--- src/rtl/bittm_pkg.sv ---
package bittm_pkg;

   typedef enum logic [1:0] {
      BOP_TEST = 2'd0,
      BOP_FLIP = 2'd1,
      BOP_CLR  = 2'd2,
      BOP_SET  = 2'd3
   } bop_e;

   localparam int FLAG_W = 5;
   localparam int FL_C   = 0;
   localparam int FL_V   = 1;
   localparam int FL_Z   = 2;
   localparam int FL_N   = 3;
   localparam int FL_X   = 4;

endpackage

--- src/rtl/bittm_mask_gen.sv ---
module bittm_mask_gen #(
   parameter int DATA_W = 32,
   parameter int BYTE_W = 8,
   parameter int SEL_W  = 8
) (
   input  logic [SEL_W-1:0]  sel,
   input  logic              size_long,
   output logic [DATA_W-1:0] mask
);
   localparam int IDX_W  = $clog2(DATA_W);
   localparam int BIDX_W = $clog2(BYTE_W);

   logic [IDX_W-1:0]  long_idx;
   logic [BIDX_W-1:0] byte_idx;
   logic [IDX_W-1:0]  idx;

   // Long index: keep the low IDX_W bits (modulo DATA_W) - R4
   if (SEL_W > IDX_W) begin : g_long_trunc
      logic unused_long_hi;
      assign unused_long_hi = ^sel[SEL_W-1:IDX_W];
      assign long_idx = sel[IDX_W-1:0];
   end else if (SEL_W == IDX_W) begin : g_long_exact
      assign long_idx = sel;
   end else begin : g_long_pad
      assign long_idx = {{(IDX_W-SEL_W){1'b0}}, sel};
   end

   // Byte index: keep the low BIDX_W bits (modulo BYTE_W) - R3
   if (SEL_W >= BIDX_W) begin : g_byte_trunc
      assign byte_idx = sel[BIDX_W-1:0];
   end else begin : g_byte_pad
      assign byte_idx = {{(BIDX_W-SEL_W){1'b0}}, sel};
   end

   assign idx  = size_long ? long_idx : {{(IDX_W-BIDX_W){1'b0}}, byte_idx};
   assign mask = {{(DATA_W-1){1'b0}}, 1'b1} << idx;

endmodule

--- src/rtl/bittm_modify.sv ---
module bittm_modify
   import bittm_pkg::*;
#(
   parameter int DATA_W = 32
) (
   input  logic [DATA_W-1:0] operand,
   input  logic [DATA_W-1:0] mask,
   input  bop_e              op,
   output logic [DATA_W-1:0] result,
   output logic              wr,
   output logic              z
);
   // Zero flag taken from the unmodified operand - R5
   assign z = ~|(operand & mask);

   always_comb begin
      result = operand;
      wr     = 1'b1;
      case (op)
         BOP_TEST: wr     = 1'b0;
         BOP_FLIP: result = operand ^ mask;
         BOP_CLR:  result = operand & ~mask;
         BOP_SET:  result = operand | mask;
         default:  wr     = 1'b0;
      endcase
   end

endmodule

--- src/rtl/bittm_unit.sv ---
module bittm_unit
   import bittm_pkg::*;
#(
   parameter int DATA_W = 32,
   parameter int BYTE_W = 8,
   parameter int SEL_W  = 8
) (
   input  logic                clk,
   input  logic                rst_n,
   input  logic                op_valid,
   input  logic [DATA_W-1:0]   operand,
   input  logic [SEL_W-1:0]    bit_sel,
   input  logic                size_long,
   input  logic [1:0]          op_code,
   input  logic [FLAG_W-1:0]   flags_in,
   output logic                res_valid,
   output logic [DATA_W-1:0]   result,
   output logic                wr_en,
   output logic [FLAG_W-1:0]   flags_out
);
   if ((DATA_W & (DATA_W - 1)) != 0) begin : g_bad_data_w
      $error("DATA_W must be a power of two");
   end
   if ((BYTE_W & (BYTE_W - 1)) != 0 || BYTE_W < 2 || BYTE_W >= DATA_W) begin : g_bad_byte_w
      $error("BYTE_W must be a power of two below DATA_W");
   end
   if (SEL_W < 1) begin : g_bad_sel_w
      $error("SEL_W must be at least 1");
   end

   logic [DATA_W-1:0] mask;
   logic [DATA_W-1:0] mod_word;
   logic              mod_wr;
   logic              mod_z;
   logic [FLAG_W-1:0] next_flags;

   bittm_mask_gen #(
      .DATA_W (DATA_W),
      .BYTE_W (BYTE_W),
      .SEL_W  (SEL_W)
   ) u_mask (
      .sel       (bit_sel),
      .size_long (size_long),
      .mask      (mask)
   );

   bittm_modify #(
      .DATA_W (DATA_W)
   ) u_mod (
      .operand (operand),
      .mask    (mask),
      .op      (bop_e'(op_code)),
      .result  (mod_word),
      .wr      (mod_wr),
      .z       (mod_z)
   );

   always_comb begin
      next_flags       = flags_in;
      next_flags[FL_Z] = mod_z;
   end

   always_ff @(posedge clk) begin
      if (!rst_n) begin
         res_valid <= 1'b0;
         wr_en     <= 1'b0;
         result    <= '0;
         flags_out <= '0;
      end else begin
         res_valid <= op_valid;
         wr_en     <= op_valid & mod_wr;
         if (op_valid) begin
            result    <= mod_word;
            flags_out <= next_flags;
         end
      end
   end

endmodule

--- config.mk ---
export PLATFORM = sky130hd
export DESIGN_NAME = bittm_unit
export DESIGN_NICKNAME = d
export VERILOG_FILES = /design/src/rtl/bittm_pkg.sv /design/src/rtl/bittm_mask_gen.sv /design/src/rtl/bittm_modify.sv /design/src/rtl/bittm_unit.sv
export SDC_FILE = /design/constraint.sdc
export NUM_CORES = 1
export LEC_CHECK = 0
export ABC_AREA = 1
export BUFFER_PORTS_ARGS = -buffer_cell sky130_fd_sc_hd__buf_2
export CELL_PAD_IN_SITES_DETAIL_PLACEMENT = 1
export CELL_PAD_IN_SITES_GLOBAL_PLACEMENT = 1
export CORE_MARGIN = 5
export CORE_UTILIZATION = 40
export CTS_BUF_LIST = sky130_fd_sc_hd__clkbuf_4 sky130_fd_sc_hd__clkbuf_8
export CTS_CLUSTER_DIAMETER = 120
export DETAILED_ROUTE_END_ITERATION = 16
export PLACE_DENSITY = 0.94
export SLEW_MARGIN = 30
export SYNTH_ARGS = -nofsm -noshare
export SYNTH_HDL_FRONTEND = slang
export SYNTH_SLANG_ARGS = --single-unit
--- constraint.sdc ---
create_clock -name clk -period 2.2 [get_ports clk]
set_clock_uncertainty 0.05 [all_clocks]
set_input_delay 0.22 -clock clk [delete_from_list [all_inputs] [get_ports clk]]
set_output_delay 0.22 -clock clk [all_outputs]
set_load 0.005 [all_outputs]
# Word level (Yosys, flattened, before mapping)
# Cells that the tools add are included.
[op_classes]
shift = 1
n_reduce_logical = 3
mux = 3
eq_ne = 3
bitwise = 6
[ops]
columns = ["cell", "count"]
rows = [
  ["case mux 32 bit (3 select lines)", 1],
  ["AND 32 bit", 2],
  ["inverter 32 bit", 1],
  ["OR 32 bit", 1],
  ["OR reduction 32 bit", 1],
  ["<< shifter 1 x 5 -> 32 bit (first input constant)", 1],
  ["XOR 32 bit", 1],
  ["two-way mux 5 bit", 1],
  ["== test 2 bit (second input constant)", 2],
  ["== test 2 x 1 -> 1 bit (second input constant)", 1],
  ["logical NOT 2 bit", 1],
  ["AND 1 bit", 1],
  ["logical NOT 1 bit", 1],
  ["two-way mux 1 bit", 1],
]
[totals]
out_inout_bits = 39
in_bits = 51
reg_bits = 39

# Logic depth before layout (Yosys ltp)
# Gate-level depths: netlist (run 1).
[logic_depth]
ltp_word = 5
mapped_depth = 13
mapped_depth_nobuf = 13

# Cells and area by module
# Synthesis (run 1) repeated with hierarchy kept, for this count alone.
[unflattened]
hier_cells = 673
area_unflattened_um2 = 4246.6
[by_module_without_submodules]
columns = ["module", "cells_per_inst", "instances", "seq_area_each_um2", "area_each_um2"]
rows = [
  ["bittm_modify", 370, 1, 0.0, 2401.1],
  ["bittm_unit", 240, 1, 780.7, 1566.5],
  ["bittm_mask_gen", 63, 1, 0.0, 279.0],
]

# Worst setup path before layout (run 1)
# Ideal clock, no wire load.
[synth_path]
kind = "input to register"
from = "input bit_sel[4]"
to = "register result[0]"
stages = 10
slack_ns = 0.531
n_path_buf = 1
arrival_ns = 1.549
cell_sequence = "buf_2 nand2_1 inv_1 nor2_1 inv_1 ha_1 or2_2 nand3_2 nor2_1 a21oi_1"
[synth_between]
elab_chain_cells = 5
elab_cells_between_ends = 7
[synth_lines]
columns = ["item", "line", "rtl"]
rows = [
  ["from (decl)", "bittm_unit.sv:12", "input logic [SEL_W-1:0] bit_sel,"],
  ["two-way mux 5 bit *", "bittm_mask_gen.sv:35", "assign idx = size_long ? long_idx : {{(IDX_W-BIDX_W){1'b0}}, byte_idx};"],
  ["<< shifter 1 x 5 -> 32 bit *", "bittm_mask_gen.sv:36", "assign mask = {{(DATA_W-1){1'b0}}, 1'b1} << idx;"],
  ["inverter 32 bit", "bittm_modify.sv:22", "BOP_CLR: result = operand & ~mask;"],
  ["AND 32 bit", "bittm_modify.sv:22", ""],
  ["case mux 32 bit (3 select lines) *", "bittm_modify.sv:19", "case (op)"],
  ["to (signal assigned)", "bittm_unit.sv:73", "result <= mod_word;"],
  ["to (decl)", "bittm_unit.sv:17", "output logic [DATA_W-1:0] result,"],
]
# Mark *: on every way between the ends. The rest lies on a longest branch, timed or not.
# A chain may end at the register's enable or synchronous reset.

# Worst setup path after layout (run 1)
[layout_path]
from = "input bit_sel[4]"
to = "register flags_out[2]"
[layout_between]
elab_chain_cells = 5
[layout_lines]
columns = ["item", "line", "rtl"]
rows = [
  ["two-way mux 5 bit", "bittm_mask_gen.sv:35", ""],
  ["<< shifter 1 x 5 -> 32 bit", "bittm_mask_gen.sv:36", ""],
  ["AND 32 bit", "bittm_modify.sv:14", "assign z = ~|(operand & mask);"],
  ["OR reduction 32 bit", "bittm_modify.sv:14", ""],
  ["logical NOT 1 bit", "bittm_modify.sv:14", ""],
  ["to (signal assigned)", "bittm_unit.sv:74", "flags_out <= next_flags;"],
  ["to (decl)", "bittm_unit.sv:19", "output logic [FLAG_W-1:0] flags_out"],
]
# Every way passes these cells.

==> run_results.csv, run 1 <==
group,metric,value,unit
die,initial_utilization,40.6,%
grt,grt_usage,21.0,%
timing,rsz0062_at_grt,"no",
power,power_frac_clock,28.5,%
worst_setup_path,cp-start-kind,"primary input",
layout,final.fill_count,1323,
job,maxCapViolCount,0,
place,pre_cts_slack,298,ps
timing,finalMaxSlewViolations,0,
cts,clock_sinks,39,
worst_setup_path,crit_type,"primary input to flop",
power,power_frac_comb,29.0,%
die,rows,36,
hold_path,hold_class,"primary input to flop",
power,powerDensity,404,nW/um^2
timing,worst_hold_slack,74.6,ps
timing,final-setup-viol-count,0,
drt,routed_wl,12000,um
logic_synthesis,synth_ff_type,"dfxtp_1",
timing,post-route-period-util,70.5,%
worst_setup_path,cp.arrival,1750,ps
grt,grt_pass1_vias,4212,
logic_synthesis,yosysTopAreaCell,"ha_1",
worst_setup_path,reg2reg_slack,1490,ps
layout,layout_commonest_cell,"nor2_1",
timing,max_slew_margin,59.5,%
logic_synthesis,async_flop_share,0,%
timing,hold_viol_final,0,
die,fp.dieH,109,um
die,num_io_pins,90,
grt,use_met3,2.96,%
logic_synthesis,yosysSeqAreaShare,19.9,%
place,postPlaceCellArea,4470,um^2
worst_setup_path,cp_data_required_time,2400,ps
die,die_x,109,um
place,portBuffers,85,
logic_synthesis,synth_top_area_share,30.6,%
layout,layoutNonFillerInstCount,774,
layout,final_cell_mix,"nor2_1 (110), ha_1 (96), buf_2 (85)",
drt,antenna_left,0,
power,pwr-share-seq,42.5,%
layout,utilization,47.1,%
layout,nNetsFinal,786,
worst_setup_path,worst_setup_path_end_kind,"flop",
logic_synthesis,ys_ff_latch,39,
logic_synthesis,synth.area.top_cells,"ha_1 (31%), dfxtp_1 (20%), nor2_1 (11%), o21ai_0 (7.8%), nand2_1 (7.4%)",
layout,regArea,781,um^2
timing,fin_tns_setup,0,ps
cts,cts_resized,0,
logic_synthesis,synth-edff-count,0,
timing,fin_crit,1550,ps
drt,drcViolationCount,0,
drt,dr.pass1.iters,4,
place,numPlacedInstances,765,
power,net-switching-power,652,uW
drt,wl_per_cell,15.5,um
grt,grt_overflow_total,0,
power,power_leakage,2.38,nW
grt,use_met2,39.4,%
layout,multi_input_area,2730,um^2
grt,antenna_found_initial,1,
power,worst_ir_drop_vdd,0.202,mV
logic_synthesis,syn_avg_cell_area,6.98,um^2
cts,cts_hold_buf,0,
timing,fin_ws,649,ps
cts,cts_tree,"yes",
power,intPower,1.19,mW
drt,vias,3866,
logic_synthesis,yosys_warnings,0,
grt,grt_max_degree,39,
layout,drive_gt1_share,19.1,%
layout,fin_area,4570,um^2
cts,cts_setup_buffers,0,
grt,met1_usage,24.0,%
cts,insertion_delay,310,ps
logic_synthesis,synth_cell_types,23,
logic_synthesis,syn-cell-area,3930,um^2
layout,area_growth,16.2,%
drt,drt-initial-drc-count,143,
worst_setup_path,critPathMaxFanout,10,
grt,grt_pass1_wl,19600,um
cts,clock_path_buffers,2,
place,dpl.hpwl,9690,um
power,power,1.84,mW
cts,root_buffer,"clkbuf_8",
logic_synthesis,synth_cells,563,
die,core_area,9680,um^2
timing,max_freq,0.645,GHz
die,design.die.area,11900,um^2
place,place_congestion,0.878,
power,switching_share,35.4,%
timing,tightest_slew,608,ps
cts,cts_made_buffers,5,
cts,cts_max_level,2,
logic_synthesis,syn_nets,710,
status,status,"finished clean",
cts,clkTransAtPathRegs,90,ps
grt,grt-busiest-layer,"met2",
drt,viasPerCell,4.99,
[critical path, stage by stage]
cell     delay [ps]
buf_2           210
nand2_1         100
inv_1           230
nor2_1          130
ha_1            200
nor2_1          100
nand2_1          60
nor2_1          170
nand2_1          80
nor2_1           80
nor2_1           60
nor2_1          100
[registers in the layout, indices dropped and copies added, names as in the netlist]
signal and cells:
res_valid 1, result 32, wr_en 1, flags_out 5
[kinds of logic after synthesis]
group / Yosys count / share of synthesized area (%)
compound gates: 114 / 16.9
fa+ha+maj: 96 / 30.6
flops: 39 / 19.9
simple gates: 213 / 21.9
buf+inv: 101 / 10.7
[worst paths after layout]
check | startpoint | end | cells past startpoint
setup reg to reg | result[15]$_SDFFE_PN0P_ | result[15]$_SDFFE_PN0P_ | 2
hold / removal | flags_in[0] | flags_out[0]$_SDFFE_PN0P_ | 3
setup / recovery | bit_sel[4] | flags_out[2]$_SDFFE_PN0P_ | 12
hold reg to reg | flags_out[3]$_SDFFE_PN0P_ | flags_out[3]$_SDFFE_PN0P_ | 2
[power groups by stage]
stage	Clock (mW)	Combinational, mW	Sequential, mW
2_1_floorplan	0	0.307	0.805
3_3_place_gp	0	0.499	0.797
3_5_place_dp	0	0.538	0.800
4_1_cts	0.542	0.543	0.784
5_1_grt	0.577	0.607	0.791
6_report	0.525	0.534	0.783
[Yosys cell counts, types with 5 or more instances]
cell      instances
nor2_1          110
ha_1             96
nand2_1          78
inv_1            75
o21ai_0          61
dfxtp_1          39
a21oi_1          27
clkbuf_1         11
nand3_1          11
o211ai_1         11
o211ai_2          8
buf_2             7
nand2_2           5
o22ai_1           5
[metal layers]
layer,vias up,wire (um)
li1,1930,-
met1,1860,5080
met2,63,6320
met3,11,433
met4,2,187
met5,-,7
[layout make-up]
type                       instances  share of cell area (%)
sequential                        39                    17.1
clock inverter                     3                   0.438
tap                              133                    3.64
multi-input combinational        423                    59.7
inverter                          77                    6.33
timing repair buffer              93                    11.2
clock buffer                       5                    1.51
antenna                            1                  0.0548
Power figures use the tool's default switching activity.
==> inputs of run 2 (changes only) <==
==> constraint.sdc (replaced) <==
create_clock -name clk -period 1.5 [get_ports clk]
set_clock_uncertainty 0.05 [all_clocks]
set_input_delay 0.15 -clock clk [delete_from_list [all_inputs] [get_ports clk]]
set_output_delay 0.15 -clock clk [all_outputs]
set_load 0.005 [all_outputs]
==> run 2 against run 1 <==
  * The flow now finishes with violations (setup timing)
  * Hold slack worse by 67 ps
  * Highest routed layer is now met4
  * Non-clock buffer count is 11 higher
  * Register-to-register slack worse by 860 ps
  * Critical path type unchanged
  * Cell area is 5.6% higher
  * Critical endpoint is now result[10]$_SDFFE_PN0P_
  * Clock power is 50% higher
  * Critical path depth is 2 lower
  * First-iteration DRC count is 51% higher
  * Die area stayed put
  * Total power is 53% higher
  * Largest power group unchanged
  * Final cell count is 1.3% higher
==> run_results.csv, run 2 (synthesis gave the netlist of run 1 again) <==
group,metric,value,unit
worst_setup_path,reg2reg_to,"result[18]$_SDFFE_PN0P_",
grt,grt_overflow_total,0,
timing,tightest_slew,453,ps
drt,wl_per_cell,17.0,um
cts,clkTransAtPathRegs,90,ps
status,violations,"setup timing",
hold_path,hold_class,"primary input to flop",
layout,nNetsFinal,797,
drt,vias,4056,
layout,top_regs,"result x32, flags_out x5",
timing,fin_ws,-12.2,ps
die,core_area,9680,um^2
die,initial_utilization,40.6,%
power,power_frac_comb,31.0,%
power,worst_ir_drop_vdd,0.318,mV
worst_setup_path,slowest_delay,280,ps
layout,n_antenna_cell,0,
worst_setup_path,rr_worst_depth,2,
cts,cts_max_level,2,
place,postPlaceCellArea,4590,um^2
drt,drcViolationCount,0,
timing,final-setup-viol-count,1,
status,status,"complete, but fails checks",
worst_setup_path,critPathMaxFanout,8,
worst_setup_path,cp-start-kind,"primary input",
layout,area_growth,22.7,%
die,die_x,109,um
cts,clock_path_buffers,2,
cts,cts_tree,"yes",
cts,insertion_delay,310,ps
worst_setup_path,r2r-start,"result[18]$_SDFFE_PN0P_",
worst_setup_path,reg2reg_slack,630,ps
timing,hold_viol_final,0,
grt,antenna_found_initial,0,
grt,grt_max_degree,32,
power,power_leakage,2.45,nW
cts,clock_sinks,39,
place,portBuffers,85,
drt,dr.pass1.iters,4,
worst_setup_path,crit_type,"primary input to flop",
die,rows,36,
place,place_congestion,0.970,
place,dpl.hpwl,10100,um
worst_setup_path,cp_data_required_time,1660,ps
layout,regMostFlops,"result",
layout,fin_area,4820,um^2
worst_setup_path,cp_cell_sequence,"clkbuf_4 > nor3_2 > nand2_1 > nor2_1 > inv_1 > ha_1 > nand2_1 > nand3_1 > o22ai_1 > a21oi_1",
die,design.die.area,11900,um^2
power,switching_share,36.4,%
worst_setup_path,critPathMostFrequentCell,"nand2_1",
grt,grt_pass1_wl,20900,um
job,maxCapViolCount,0,
worst_setup_path,cp.arrival,1680,ps
hold_path,hold_end,"flags_out[1]$_SDFFE_PN0P_",
power,net-switching-power,1.02,mW
cts,cts_made_buffers,5,
timing,worst_hold_slack,7.53,ps
grt,grt_usage,22.4,%
power,pwr-share-seq,41.0,%
layout,layout_commonest_cell,"ha_1",
cts,root_buffer,"clkbuf_8",
die,fp.dieH,109,um
timing,rsz0062_at_grt,"yes",
timing,max_freq,0.661,GHz
place,pre_cts_slack,-381,ps
drt,viasPerCell,5.17,
worst_setup_path,worst_setup_path_end_kind,"flop",
drt,drt-initial-drc-count,216,
hold_path,min-delay-start,"flags_in[1]",
worst_setup_path,slowest_stage,"ha_1",
layout,largest_register_ffs,32,
drt,antenna_left,0,
hold_path,hold_path_depth,3,
power,power_frac_clock,28.0,%
power,intPower,1.79,mW
power,powerDensity,583,nW/um^2
power,power,2.81,mW
timing,finalMaxSlewViolations,0,
cts,cts_hold_buf,0,
die,num_io_pins,90,
timing,fin_crit,1510,ps
layout,drive_gt1_share,25.5,%
grt,grt_pass1_vias,4405,
timing,max_slew_margin,69.8,%
layout,final_cell_mix,"ha_1 (95), nor2_1 (94), buf_2 (84)",
timing,post-route-period-util,101,%
drt,routed_wl,13300,um
[run 2: what timing repair did]
item / CTS / global route
pin swaps: 0 / 11
setup endpoints to repair: 3 / 23
gates resized for setup: 3 / 35
setup buffers: 0 / 2
[run 2: power by group through the flow]
| stage | combinational (mW) | sequential (mW) | clock (mW) |
|---|---|---|---|
| 5_1_grt | 0.981 | 1.16 | 0.852 |
| 3_3_place_gp | 0.771 | 1.17 | 0 |
| 6_report | 0.871 | 1.15 | 0.787 |
| 3_5_place_dp | 0.831 | 1.18 | 0 |
| 2_1_floorplan | 0.453 | 1.18 | 0 |
| 4_1_cts | 0.842 | 1.15 | 0.803 |
[run 2: how the worst max path moves through the flow]
stage / start / to / slack [ps] / depth (start not counted)
6_report: bit_sel[2] / result[10]$_SDFFE_PN0P_ / -10 / 10
5_1_grt: bit_sel[0] / flags_out[2]$_SDFFE_PN0P_ / -100 / 14
4_1_cts: bit_sel[0] / result[11]$_SDFFE_PN0P_ / 7 / 11
3_5_place_dp: bit_sel[2] / result[7]$_SDFFE_PN0P_ / -380 / 11
3_3_place_gp: bit_sel[2] / result[1]$_SDFFE_PN0P_ / -260 / 10
2_1_floorplan: bit_sel[4] / result[0]$_SDFFE_PN0P_ / -20 / 10
[run 2: layer usage]
| layer | vias to the layer above | share of wire (%) | track usage (%) |
|---|---|---|---|
| li1 | 1959 | - | - |
| met1 | 1961 | 40 | 25.0 |
| met2 | 106 | 52 | 42.0 |
| met3 | 30 | 5.6 | 3.61 |
| met4 | 0 | 2.9 | 8.57 |
| met5 | - | 0 | 0 |
[run 2: through the flow]
stage,util [%],std cells,setup TNS [ps]
2_1_floorplan,-,563,-28.9
3_3_place_gp,47.4,774,-4920
3_5_place_dp,47.4,774,-7290
4_1_cts,48.4,782,0
5_1_grt,49.8,784,-699
6_report,49.8,784,-12.2
[run 2: worst max-delay path, delay by kind of cell]
kind | cells | cell delay, ps
compound gates | 2 | 210
simple gates | 5 | 770
fa+ha+maj | 1 | 280
buf+inv | 2 | 270
[run 2: area by class of cell]
cell class | count | area (um^2)
clock buffer | 5 | 68.8
clock inverter | 3 | 20.0
tap | 133 | 166
timing repair buffer | 104 | 649
inverter | 77 | 293
fill | 1300 | 4860
multi-input combinational | 423 | 2840
sequential | 39 | 781
==> inputs of run 3 (changes only) <==
--- a/config.mk
+++ b/config.mk
@@ -10,12 +10,13 @@
 export CELL_PAD_IN_SITES_DETAIL_PLACEMENT = 1
 export CELL_PAD_IN_SITES_GLOBAL_PLACEMENT = 1
 export CORE_MARGIN = 5
-export CORE_UTILIZATION = 40
+export CORE_UTILIZATION = 43
 export CTS_BUF_LIST = sky130_fd_sc_hd__clkbuf_4 sky130_fd_sc_hd__clkbuf_8
 export CTS_CLUSTER_DIAMETER = 120
 export DETAILED_ROUTE_END_ITERATION = 16
-export PLACE_DENSITY = 0.94
+export PLACE_DENSITY = 0.95
 export SLEW_MARGIN = 30
 export SYNTH_ARGS = -nofsm -noshare
 export SYNTH_HDL_FRONTEND = slang
 export SYNTH_SLANG_ARGS = --single-unit
+export TNS_END_PERCENT = 50
==> constraint.sdc (replaced) <==
create_clock -name clk -period 1.86 [get_ports clk]
set_clock_uncertainty 0.05 [all_clocks]
set_input_delay 0.186 -clock clk [delete_from_list [all_inputs] [get_ports clk]]
set_output_delay 0.186 -clock clk [all_outputs]
set_load 0.005 [all_outputs]
==> run 3 against run 2 <==
  * The run now ends clean
  * Clock power down 3.3%
  * Die area shrank 6.3%
  * First-iteration DRC count is 37% lower
  * Cell area fell by 4.3%
  * Core utilization grew 2.6 points
  * Combinational power down 26%
  * Total power decreased by 17%
  * Register-to-register slack better by 480 ps
  * Routed wire length shrank 7.8%
  * Worst setup slack improved by 330 ps
  * Critical path type unchanged
==> run_results.csv, run 3 (synthesis gave the netlist of run 1 again) <==
group,metric,value,unit
status,status,"finished clean",
die,design.die.area,11200,um^2
worst_setup_path,worst_setup_path_end_kind,"flop",
layout,final_cell_mix,"nor2_1 (110), ha_1 (96), buf_2 (85)",
drt,viasPerCell,5.28,
timing,max_freq,0.647,GHz
timing,hold_viol_final,0,
worst_setup_path,cp_cell_sequence,"buf_2 > inv_1 > nor3_1 > nand2_1 > nor2_1 > inv_1 > ha_1 > nand2_1 > o211ai_1 > nor2_1 > nor2_1",
layout,layout_commonest_cell,"nor2_1",
cts,cts_made_buffers,5,
grt,grt_overflow_total,0,
cts,cts_tree,"yes",
drt,wl_per_cell,16.3,um
grt,grt_usage,22.2,%
cts,clock_sinks,39,
cts,cts_hold_buf,0,
layout,top_regs,"result x32, flags_out x5",
worst_setup_path,slowest_delay,290,ps
layout,drive_gt1_share,19.7,%
worst_setup_path,cp-start-kind,"primary input",
place,dpl.hpwl,9620,um
cts,clock_path_buffers,2,
grt,grt_pass1_wl,20500,um
layout,largest_register_ffs,32,
drt,vias,3984,
grt,grt_max_degree,39,
die,initial_utilization,44.6,%
die,rows,34,
hold_path,hold_class,"primary input to flop",
job,maxCapViolCount,0,
drt,drt-initial-drc-count,137,
worst_setup_path,cp.arrival,1700,ps
power,intPower,1.56,mW
drt,drcViolationCount,0,
power,powerDensity,507,nW/um^2
die,num_io_pins,90,
drt,antenna_left,0,
timing,finalMaxSlewViolations,0,
cts,cts_resized,0,
layout,area_growth,17.4,%
layout,n_antenna_cell,0,
die,fp.dieH,106,um
drt,dr.pass1.iters,4,
cts,clkTransAtPathRegs,90,ps
power,net-switching-power,781,uW
layout,nNetsFinal,792,
timing,final-setup-viol-count,0,
worst_setup_path,critPathMaxFanout,8,
power,power_leakage,2.43,nW
place,place_congestion,0.863,
worst_setup_path,crit_family,"simple AND/OR/NAND/NOR gates",
timing,tightest_slew,649,ps
drt,routed_wl,12300,um
layout,final.fill_count,1213,
worst_setup_path,cp_data_required_time,2010,ps
worst_setup_path,crit_type,"primary input to flop",
timing,fin_crit,1550,ps
cts,cts_setup_buffers,0,
die,die_x,106,um
power,switching_share,33.4,%
timing,rsz0062_at_grt,"no",
power,power_frac_comb,27.7,%
timing,fin_tns_setup,0,ps
power,worst_ir_drop_vdd,0.323,mV
place,portBuffers,85,
worst_setup_path,slowest_stage,"ha_1",
worst_setup_path,cp_num_buf_inv,3,
timing,post-route-period-util,83.1,%
cts,cts_max_level,2,
power,pwr-share-seq,39.8,%
cts,insertion_delay,300,ps
power,power,2.34,mW
worst_setup_path,critPathMostFrequentCell,"nor2_1",
grt,grt_pass1_vias,4406,
grt,antenna_found_initial,0,
cts,root_buffer,"clkbuf_8",
timing,max_slew_margin,56.7,%
layout,regMostFlops,"result",
power,power_frac_clock,32.5,%
die,core_area,8810,um^2
## run 3: changes by cell type in the layout (fill, tap and decap cells not counted), sizes merged
cell	delta
inv	+1
buf	-4
bufinv	+1
clkinvlp	-3
clkinv	+1
clkbuf	-1
## run 3: worst min-delay path: cells and delay by family
family | cells | cell delay [ps]
and+or+nand+nor | 2 | 110
buffers and inverters | 1 | 70
## run 3: power groups by stage
stage                     clock network (mW)  registers, mW  logic (mW)
after floorplan                            0          0.953       0.363
after CTS                              0.784          0.930       0.654
after global routing                   0.819          0.937       0.734
after global placement                     0          0.944       0.604
after detailed placement                   0          0.949       0.650
final                                  0.761          0.930       0.647
## run 3: path summary, 6_finish.rpt
path,startpoint,end,slack [ps],cells after the start
setup / recovery,bit_sel[2],result[7]$_SDFFE_PN0P_,310,11
hold reg to reg,flags_out[0]$_SDFFE_PN0P_,flags_out[0]$_SDFFE_PN0P_,460,2
hold / removal,flags_in[0],flags_out[0]$_SDFFE_PN0P_,60,3
setup reg to reg,result[22]$_SDFFE_PN0P_,result[22]$_SDFFE_PN0P_,1110,2
## run 3: final cells by class
class                           instances  area (um^2)  share of cell area (%)
Clock inverter                          3         43.8                   0.949
Multi-Input combinational cell        423         2730                    59.1
Sequential cell                        39          781                    16.9
Clock buffer                            5         68.8                    1.49
Timing Repair Buffer                   99          568                    12.3
Inverter                               77          289                    6.27
Tap cell                              108          135                    2.93
## run 3: metal layers
metal  track usage [%]  wire length [um]  up-vias
met5                 0                 0        -
met4              5.18               148        0
met3              3.24               498       18
met2              42.4              6290       86
met1              25.9              5330     1930
li1                  -                 -     1950
## run 3: stage by stage
step	worst slack [ps]	hold WS, ps	std cells	util [%]	cell area [um^2]
finish	314	57.9	754	52.4	4610
global route	112	65.2	754	52.4	4610
CTS	327	56.5	754	52.4	4610
detailed placement	3.40	370	746	51.1	4500
global placement	55.7	361	746	51.1	4500
floorplan	225	266	563	-	3930
